--- config.mk ---
export PLATFORM = sky130hd
export DESIGN_NAME = tport_wr_master
export DESIGN_NICKNAME = d
export VERILOG_FILES = /design/src/rtl/tport_pkg.sv /design/src/rtl/tport_phase_timer.sv /design/src/rtl/tport_seq.sv /design/src/rtl/tport_word_pack.sv /design/src/rtl/tport_wr_master.sv
export SDC_FILE = /design/constraint.sdc
export NUM_CORES = 1
export LEC_CHECK = 0
export ABC_AREA = 1
export BUFFER_PORTS_ARGS = -buffer_cell sky130_fd_sc_hd__buf_2
export CAP_MARGIN = 10
export CORE_UTILIZATION = 35
export DETAILED_ROUTE_END_ITERATION = 8
export PLACE_DENSITY = 0.64
export SYNTH_ARGS = -nofsm -noshare
export SYNTH_HDL_FRONTEND = slang
export SYNTH_HIERARCHICAL = 1
export SYNTH_SLANG_ARGS = --single-unit
--- constraint.sdc ---
create_clock -name clk -period 2.9 [get_ports clk]
set_input_delay 0.87 -clock clk [delete_from_list [all_inputs] [get_ports clk]]
set_output_delay 0.87 -clock clk [all_outputs]
set_load 0.01 [all_outputs]
--- src/rtl/tport_pkg.sv ---
package tport_pkg;

    localparam int unsigned WORD_W  = 24;
    localparam int unsigned DATA_W  = 8;
    localparam int unsigned ADDR_W  = 8;
    localparam int unsigned PORT_W  = 3;
    localparam int unsigned NUM_LAY = 2;

    typedef struct packed {
        logic [PORT_W-1:0] port;
        logic [ADDR_W-1:0] addr;
        logic [DATA_W-1:0] data;
    } wr_req_t;

    typedef enum logic [1:0] {
        PH_IDLE   = 2'd0,
        PH_LEAD   = 2'd1,
        PH_STROBE = 2'd2,
        PH_TRAIL  = 2'd3
    } phase_e;

    typedef struct packed {
        logic we;
        logic tck;
    } strobe_t;

    // Field placement of one control word layout
    typedef struct packed {
        logic [4:0]        addr_sh;
        logic [WORD_W-1:0] addr_msk;
        logic [4:0]        port_sh;
        logic [WORD_W-1:0] port_msk;
        logic [4:0]        we_bit;
        logic [4:0]        tck_bit;
        logic [4:0]        rstn_bit;
    } lay_desc_t;

    localparam logic [WORD_W-1:0] DATA_MSK = 24'h0000FF;

    function automatic lay_desc_t lay_desc(input logic lay);
        lay_desc_t d;
        if (lay == 1'b0) begin
            d.addr_sh  = 5'd8;
            d.addr_msk = 24'h00FF00;
            d.port_sh  = 5'd16;
            d.port_msk = 24'h070000;
            d.we_bit   = 5'd21;
            d.tck_bit  = 5'd22;
            d.rstn_bit = 5'd23;
        end else begin
            d.addr_sh  = 5'd8;
            d.addr_msk = 24'h000F00;
            d.port_sh  = 5'd12;
            d.port_msk = 24'h001000;
            d.we_bit   = 5'd13;
            d.tck_bit  = 5'd14;
            d.rstn_bit = 5'd15;
        end
        return d;
    endfunction

    function automatic logic [WORD_W-1:0] bit_at(input logic v, input logic [4:0] pos);
        return {{(WORD_W-1){1'b0}}, v} << pos;
    endfunction

endpackage

--- src/rtl/tport_phase_timer.sv ---
module tport_phase_timer #(
    parameter int unsigned PHASE_CYC = 4
) (
    input  logic clk,
    input  logic rst,
    input  logic active,
    output logic expire
);
    localparam int unsigned CNT_W = (PHASE_CYC > 1) ? $clog2(PHASE_CYC) : 1;
    localparam logic [CNT_W-1:0] LAST = CNT_W'(PHASE_CYC - 1);

    logic [CNT_W-1:0] cnt_q;

    assign expire = active && (cnt_q == LAST);

    always_ff @(posedge clk) begin
        if (rst) begin
            cnt_q <= '0;
        end else if (!active || expire) begin
            cnt_q <= '0;
        end else begin
            cnt_q <= cnt_q + 1'b1;
        end
    end
endmodule

--- src/rtl/tport_seq.sv ---
module tport_seq
    import tport_pkg::*;
(
    input  logic    clk,
    input  logic    rst,
    input  logic    req_valid,
    input  wr_req_t req_in,
    input  logic    expire,
    output logic    busy,
    output wr_req_t req_q,
    output strobe_t strobe,
    output logic    done
);
    phase_e state_q;

    assign busy       = (state_q != PH_IDLE);
    assign strobe.we  = busy;
    assign strobe.tck = (state_q == PH_STROBE);

    always_ff @(posedge clk) begin
        if (rst) begin
            state_q <= PH_IDLE;
            req_q   <= '0;
            done    <= 1'b0;
        end else begin
            done <= 1'b0;
            unique case (state_q)
                PH_IDLE: begin
                    if (req_valid) begin
                        req_q   <= req_in;
                        state_q <= PH_LEAD;
                    end
                end
                PH_LEAD: begin
                    if (expire) state_q <= PH_STROBE;
                end
                PH_STROBE: begin
                    if (expire) state_q <= PH_TRAIL;
                end
                PH_TRAIL: begin
                    if (expire) begin
                        state_q <= PH_IDLE;
                        done    <= 1'b1;
                    end
                end
                default: state_q <= PH_IDLE;
            endcase
        end
    end
endmodule

--- src/rtl/tport_word_pack.sv ---
module tport_word_pack
    import tport_pkg::*;
#(
    parameter int unsigned LAYOUT = 0
) (
    input  wr_req_t           req,
    input  strobe_t           strobe,
    output logic [WORD_W-1:0] word
);
    localparam lay_desc_t D = lay_desc(LAYOUT[0]);

    logic [WORD_W-1:0] data_f, addr_f, port_f, ctl_f;

    always_comb begin
        data_f = WORD_W'(req.data) & DATA_MSK;
        addr_f = (WORD_W'(req.addr) << D.addr_sh) & D.addr_msk;
        port_f = (WORD_W'(req.port) << D.port_sh) & D.port_msk;
        ctl_f  = bit_at(strobe.we, D.we_bit)
               | bit_at(strobe.tck, D.tck_bit)
               | bit_at(1'b1, D.rstn_bit);
        word   = data_f | addr_f | port_f | ctl_f;
    end
endmodule

--- src/rtl/tport_wr_master.sv ---
module tport_wr_master
    import tport_pkg::*;
#(
    parameter int unsigned PHASE_CYC = 4
) (
    input  logic              clk,
    input  logic              rst,
    input  logic              req_valid,
    output logic              req_ready,
    input  logic [PORT_W-1:0] req_port,
    input  logic [ADDR_W-1:0] req_addr,
    input  logic [DATA_W-1:0] req_data,
    input  logic              layout_sel,
    output logic [WORD_W-1:0] ctrl_word,
    output logic              wr_done
);
    wr_req_t req_in, req_q, req_out;
    strobe_t strobe;
    logic    busy, expire;
    logic [WORD_W-1:0] word_v [NUM_LAY];

    assign req_in = '{port: req_port, addr: req_addr, data: req_data};

    tport_phase_timer #(.PHASE_CYC(PHASE_CYC)) timer_i (
        .clk    (clk),
        .rst    (rst),
        .active (busy),
        .expire (expire)
    );

    tport_seq seq_i (
        .clk       (clk),
        .rst       (rst),
        .req_valid (req_valid),
        .req_in    (req_in),
        .expire    (expire),
        .busy      (busy),
        .req_q     (req_q),
        .strobe    (strobe),
        .done      (wr_done)
    );

    // Idle word carries no request fields
    assign req_out = busy ? req_q : '0;

    for (genvar g = 0; g < NUM_LAY; g++) begin : g_lay
        tport_word_pack #(.LAYOUT(g)) pack_i (
            .req    (req_out),
            .strobe (strobe),
            .word   (word_v[g])
        );
    end

    assign ctrl_word = word_v[layout_sel];
    assign req_ready = !busy;
endmodule

==> results of run 1 <==
layer usage:
metal / up-vias / global-route usage, % / wire (um)
met3: 2 / 1.455 / 129
met1: 578 / 15.83 / 1670
met2: 23 / 19.27 / 1452
li1: 813 / - / -
met5: - / 0 / 0
met4: 0 / 3.704 / 19
sequential cells by signal (all words and copies together) (netlist names):
signal / flops
timer_i/cnt_q: 2
seq_i/state_q: 2
seq_i/done: 1
seq_i/req_q: 19
cells by family after synthesis:
logic type / after synthesis / share of synthesized area, %
simple gates: 151 / 31.70
buf+inv: 95 / 32.81
flops: 24 / 25.15
compound gates: 20 / 5.632
fa+ha+maj: 6 / 3.929
other cells: 4 / 0.7856
final timing paths:
check	start	endpoint	slack [ns]	cells past startpoint
worst max-delay path	seq_i/state_q[0]	ctrl_word[10]	0.22	9
worst min-delay path	timer_i/cnt_q[0]	timer_i/cnt_q[0]	0.43	1
worst max register to register	seq_i/state_q[0]	seq_i/state_q[0]	1.22	12
worst min register to register	timer_i/cnt_q[0]	timer_i/cnt_q[0]	0.43	1
cell type report:
type	instances	area [um2]
Fill cell	606	3323
Sequential cell	24	480.5
Clock buffer	4	55.05
Tap cell	70	87.58
Timing Repair Buffer	48	257.7
Inverter	34	135.1
Multi-Input combinational cell	189	833.3
power breakdown:
part	switching [mW]	total (mW)	internal (mW)
combinational	0.385	0.629	0.244
sequential	0.0524	0.477	0.425
clock	0.105	0.226	0.121
cell usage in the layout (no fill, tap or decap), drive strengths merged:
cell type / Yosys / layout
nand3: 3 / 3
inv: 34 / 34
conb: 4 / 12
dfxtp: 24 / 24
ha: 6 / 6
buf: 58 / 48
nor2: 49 / 49
nand2: 99 / 99
o21ai: 20 / 20
clkbuf: 3 / 4
per-stage QoR:
stage	power, mW	utilization [%]	instance area, um2	hold slack, ns
after floorplan	1.147	-	1941	0.3962
after global placement	1.112	34.69	1794	0.4071
after detailed placement	1.128	34.69	1794	0.4207
after CTS	1.351	35.75	1849	0.4326
after global routing	1.471	35.75	1849	0.4423
final	1.332	35.75	1849	0.4265
worst max-delay path, delay by kind of cell, from the launching register on:
family | cells | cell delay (ns)
flip-flops | 1 | 0.39
buffers and inverters | 5 | 0.72
AND/OR/NAND/NOR | 3 | 0.18
adder cells (fa/ha/maj) | 1 | 0.24
==> impl_metrics.tcl, run 1 <==
set metrics [dict create \
    tritoncts "yes" \
    timing.fmax_ghz 0.3734 \
    cts_sinks 24 \
    cts_buffers 3 \
    areaGrowthSynthToFinish_pct -3.209 \
    num-nets-final 329 \
    rows 26 \
    antenna_left 0 \
    synth_edf_count 0 \
    setup_viol 0 \
    drt-initial-drc-count 45 \
    routed_wl_mm 3.271 \
    synth_top_area_share_pct 25.15 \
    synth_area_leaders "dfxtp_1 25%, buf_4 19%, nand2_1 17%" \
    overflow 0 \
    synth_ff_type "dfxtp_1" \
    grt_pass1_wl_mm 5.257 \
    finalCritPeriodShare_pct 92.34 \
    hold_viol_final 0 \
    synth.largest_area_cell "dfxtp_1" \
    grt_start_max_net_pins 25 \
    hold_class "register to register" \
    post_cts_buffers 0 \
    clockBufferDepth 2 \
    grt_pass1_vias 1264 \
    critical-path-max-stage-delay_ns 0.39 \
    path_cells "inv_1 > ha_1 > inv_1 > buf_12 > nand2_1 > inv_1 > nand2_1 > nand2_1 > buf_2" \
    critical_path_required_ns 2.03 \
    synthCells 300 \
    cp-start-kind "register" \
    grt_usage_pct 11.69 \
    core_um2 5172 \
    cp_slowest_cell "dfxtp_1" \
    die_h_um 75.89 \
    die_w_um 75.89 \
    synthArstFlopShare_pct 0 \
    slew_viol_final 0 \
    tightest_slew_ns 0.5982 \
    cap_violations 0 \
    layout-drive-gt1-share_pct 23.08 \
    end_kind "output pin" \
    dp_slack_ns 0.3778 \
    routed_via_density 3.837 \
    synth_cell_types 23 \
    worst-setup-path-type "register to output pin" \
    diodes 0 \
    firstDrtPassIters 4 \
    die-area_um2 5759 \
    relSlewSlack_pct 60.07 \
    worstSkewPairLatency_ns 0.26 \
    cts_resized 0 \
    floorplan.initialDensity_pct 36.94 \
    yosys-top-cells-count "88 x nand2_1, 49 x buf_4, 48 x nor2_1" \
    setup_tns_ns 0 \
    io_buffers 46 \
    critPathArrivalTime_ns 1.81 \
    setup_ws_ns 0.2221 \
    cts_root_buffer "clkbuf_8" \
    status "finished clean" \
    layout_min_cycle_time_ns 2.678 \
    place.gp.congestion 0.7755 \
    antenna_found_initial 0 \
    ir_worst_vdd_uv 228.8 \
    hpwl_mm 2.590 \
    syn_area_um2 1911 \
    ctsHoldBuffers 0 \
    stdcell_count 369 \
    htreeDepth 1 \
    ys_warn_count 6 \
    ios 49 \
    drc_errors 0 \
    rsz0062_at_grt "no" \
    placed_cells 365 \
    skew_ns 0.007641 \
    ys_seq_area_share_pct 25.15 \
    leakage_nw 1.153 \
    num_vias 1416 \
    ys_ff_latch 24 \
    clkSlewWorstSetupHoldPaths_ns 0.09 \
    power_density_nw_per_um2 720.4 \
    synth.most_common_cell "nand2_1" \
    post_drt_wl_per_cell_um 8.864 \
    crit_fanout 18 \
    synth.avg_cell_area_um2 6.369 \
]
No activity file was read; power rests on OpenSTA's default activity.
==> inputs of run 2 (changes only) <==
- CORE_UTILIZATION: 35 -> 50
- PLACE_DENSITY: 0.64 -> 0.83
==> run 2 against run 1 <==
  * Utilization up 14 points
  * Highest routed layer unchanged
  * Flip-flop and latch count is the same
  * Clock power decreased by 17%
  * Total power is 3.6% lower
  * Worst setup slack lost 0.0047 ns
  * Sequential power is essentially flat
  * Clock-buffer cell count decreased by 1
==> impl_metrics.tcl, run 2 (same netlist as run 1, synthesis figures left out) <==
set metrics [dict create \
    status "finished clean" \
    die_w_um 63.82 \
    grt_usage_pct 15.38 \
    floorplan.initialDensity_pct 52.19 \
    cap_violations 0 \
    rsz0062_at_grt "no" \
    grt_pass1_wl_mm 5.064 \
    ios 49 \
    crit_fanout 22 \
    timing.fmax_ghz 0.3728 \
    finish.instance_area_um2 1807 \
    dpl_cell_area_um2 1762 \
    num_vias 1423 \
    largest-register "seq_i/req_q" \
    antenna_found_initial 0 \
    layout_common_cells "88 x nand2_1, 48 x nor2_1, 46 x buf_2, 31 x inv_1, 24 x dfxtp_1" \
    cts_root_buffer "clkbuf_8" \
    skew_ns 0.004796 \
    worst-setup-path-type "register to output pin" \
    layout-drive-gt1-share_pct 23.41 \
    tightest_slew_ns 0.5532 \
    layout_min_cycle_time_ns 2.683 \
    num-nets-final 330 \
    antenna_left 0 \
    routed_via_density 4.101 \
    drt-initial-drc-count 65 \
    diodes 0 \
    tritoncts "yes" \
    worstSkewPairLatency_ns 0.26 \
    clockBufferDepth 2 \
    critical_path_required_ns 2.03 \
    hold_class "register to register" \
    overflow 0 \
    ir_worst_vdd_uv 310.1 \
    multi_input_area_um2 833.3 \
    cts_sinks 24 \
    io_buffers 46 \
    htreeDepth 1 \
    cp-start-kind "register" \
    routed_wl_mm 2.922 \
    slew_viol_final 0 \
    grt_pass1_vias 1242 \
    largest_reg_flops 19 \
    end_kind "output pin" \
    leakage_nw 1.141 \
    post_drt_wl_per_cell_um 8.421 \
    place.gp.congestion 0.8972 \
    hpwl_mm 2.269 \
    areaGrowthSynthToFinish_pct -5.436 \
    core_um2 3661 \
    final_common_cell "nand2_1" \
    setup_tns_ns 0 \
    post_cts_buffers 0 \
    firstDrtPassIters 6 \
    cts_buffers 3 \
    power_density_nw_per_um2 710.8 \
    hold_viol_final 0 \
    rows 22 \
    relSlewSlack_pct 63.08 \
    ff_latch_area_um2 480.5 \
    setup_viol 0 \
    drc_errors 0 \
    die-area_um2 4072 \
    top_regs "seq_i/req_q (19), seq_i/state_q (2), timer_i/cnt_q (2)" \
    finalCritPeriodShare_pct 92.50 \
    clkSlewWorstSetupHoldPaths_ns 0.08 \
    nFillCells 400 \
    final_core_util_pct 49.35 \
    die_h_um 63.82 \
    critPathArrivalTime_ns 1.81 \
    grt_start_max_net_pins 25 \
]
-- run 2: cell types whose count changed in the layout (fill, tap and decap cells not counted), sizes merged --
cell | previous run | this run
buf | 48 | 49
clkbuf | 4 | 3
clkinvlp | 0 | 1
inv | 34 | 33
-- run 2: final timing paths --
check                                      start                to  slack (ns)  cells after the start
worst max-delay path            seq_i/state_q[0]     ctrl_word[13]        0.22                      7
worst min-delay path            timer_i/cnt_q[0]  timer_i/cnt_q[0]        0.43                      1
worst max register to register  seq_i/state_q[0]  seq_i/state_q[0]        0.94                     13
worst min register to register  timer_i/cnt_q[0]  timer_i/cnt_q[0]        0.43                      1
-- run 2: layout make-up --
type                            count  share of cell area [%]
Inverter                           34                   7.687
Multi-Input combinational cell    189                   46.12
Timing Repair Buffer               49                   13.99
Tap cell                           48                   3.324
Sequential cell                    24                   26.59
Clock buffer                        3                   2.285
-- run 2: per-stage QoR --
step	worst slack, ns	std cells	power [mW]	hold slack (ns)
floorplan	0.7215	308	1.147	0.3962
CTS	0.05445	347	1.290	0.4248
detailed placement	0.3488	344	1.105	0.4144
global placement	0.4031	344	1.084	0.4040
finish	0.2174	347	1.284	0.4259
global route	0.05645	347	1.413	0.4475
-- run 2: where the power goes --
group	internal [mW]	switching, mW
sequential	0.425	0.0524
clock	0.0926	0.0939
combinational	0.235	0.385
-- run 2: what timing repair did --
action,CTS,global route
resized for setup,0,1
setup endpoints to repair,0,15
hold buffers,0,0
-- run 2: worst max-delay path, stage by stage (launching register included) --
cell        delay (ns)
dfxtp_1           0.34
inv_1             0.11
ha_1              0.25
clkinvlp_4        0.35
buf_4             0.26
nand2_1           0.05
nand2_1           0.05
buf_2             0.13
-- run 2: layer usage --
layer | global-route usage [%] | up-vias | routed length (um)
met2 | 24.34 | 29 | 1283
li1 | - | 817 | -
met1 | 21.10 | 573 | 1475
met5 | 0 | - | 0
met3 | 1.964 | 4 | 126
met4 | 5.966 | 0 | 36
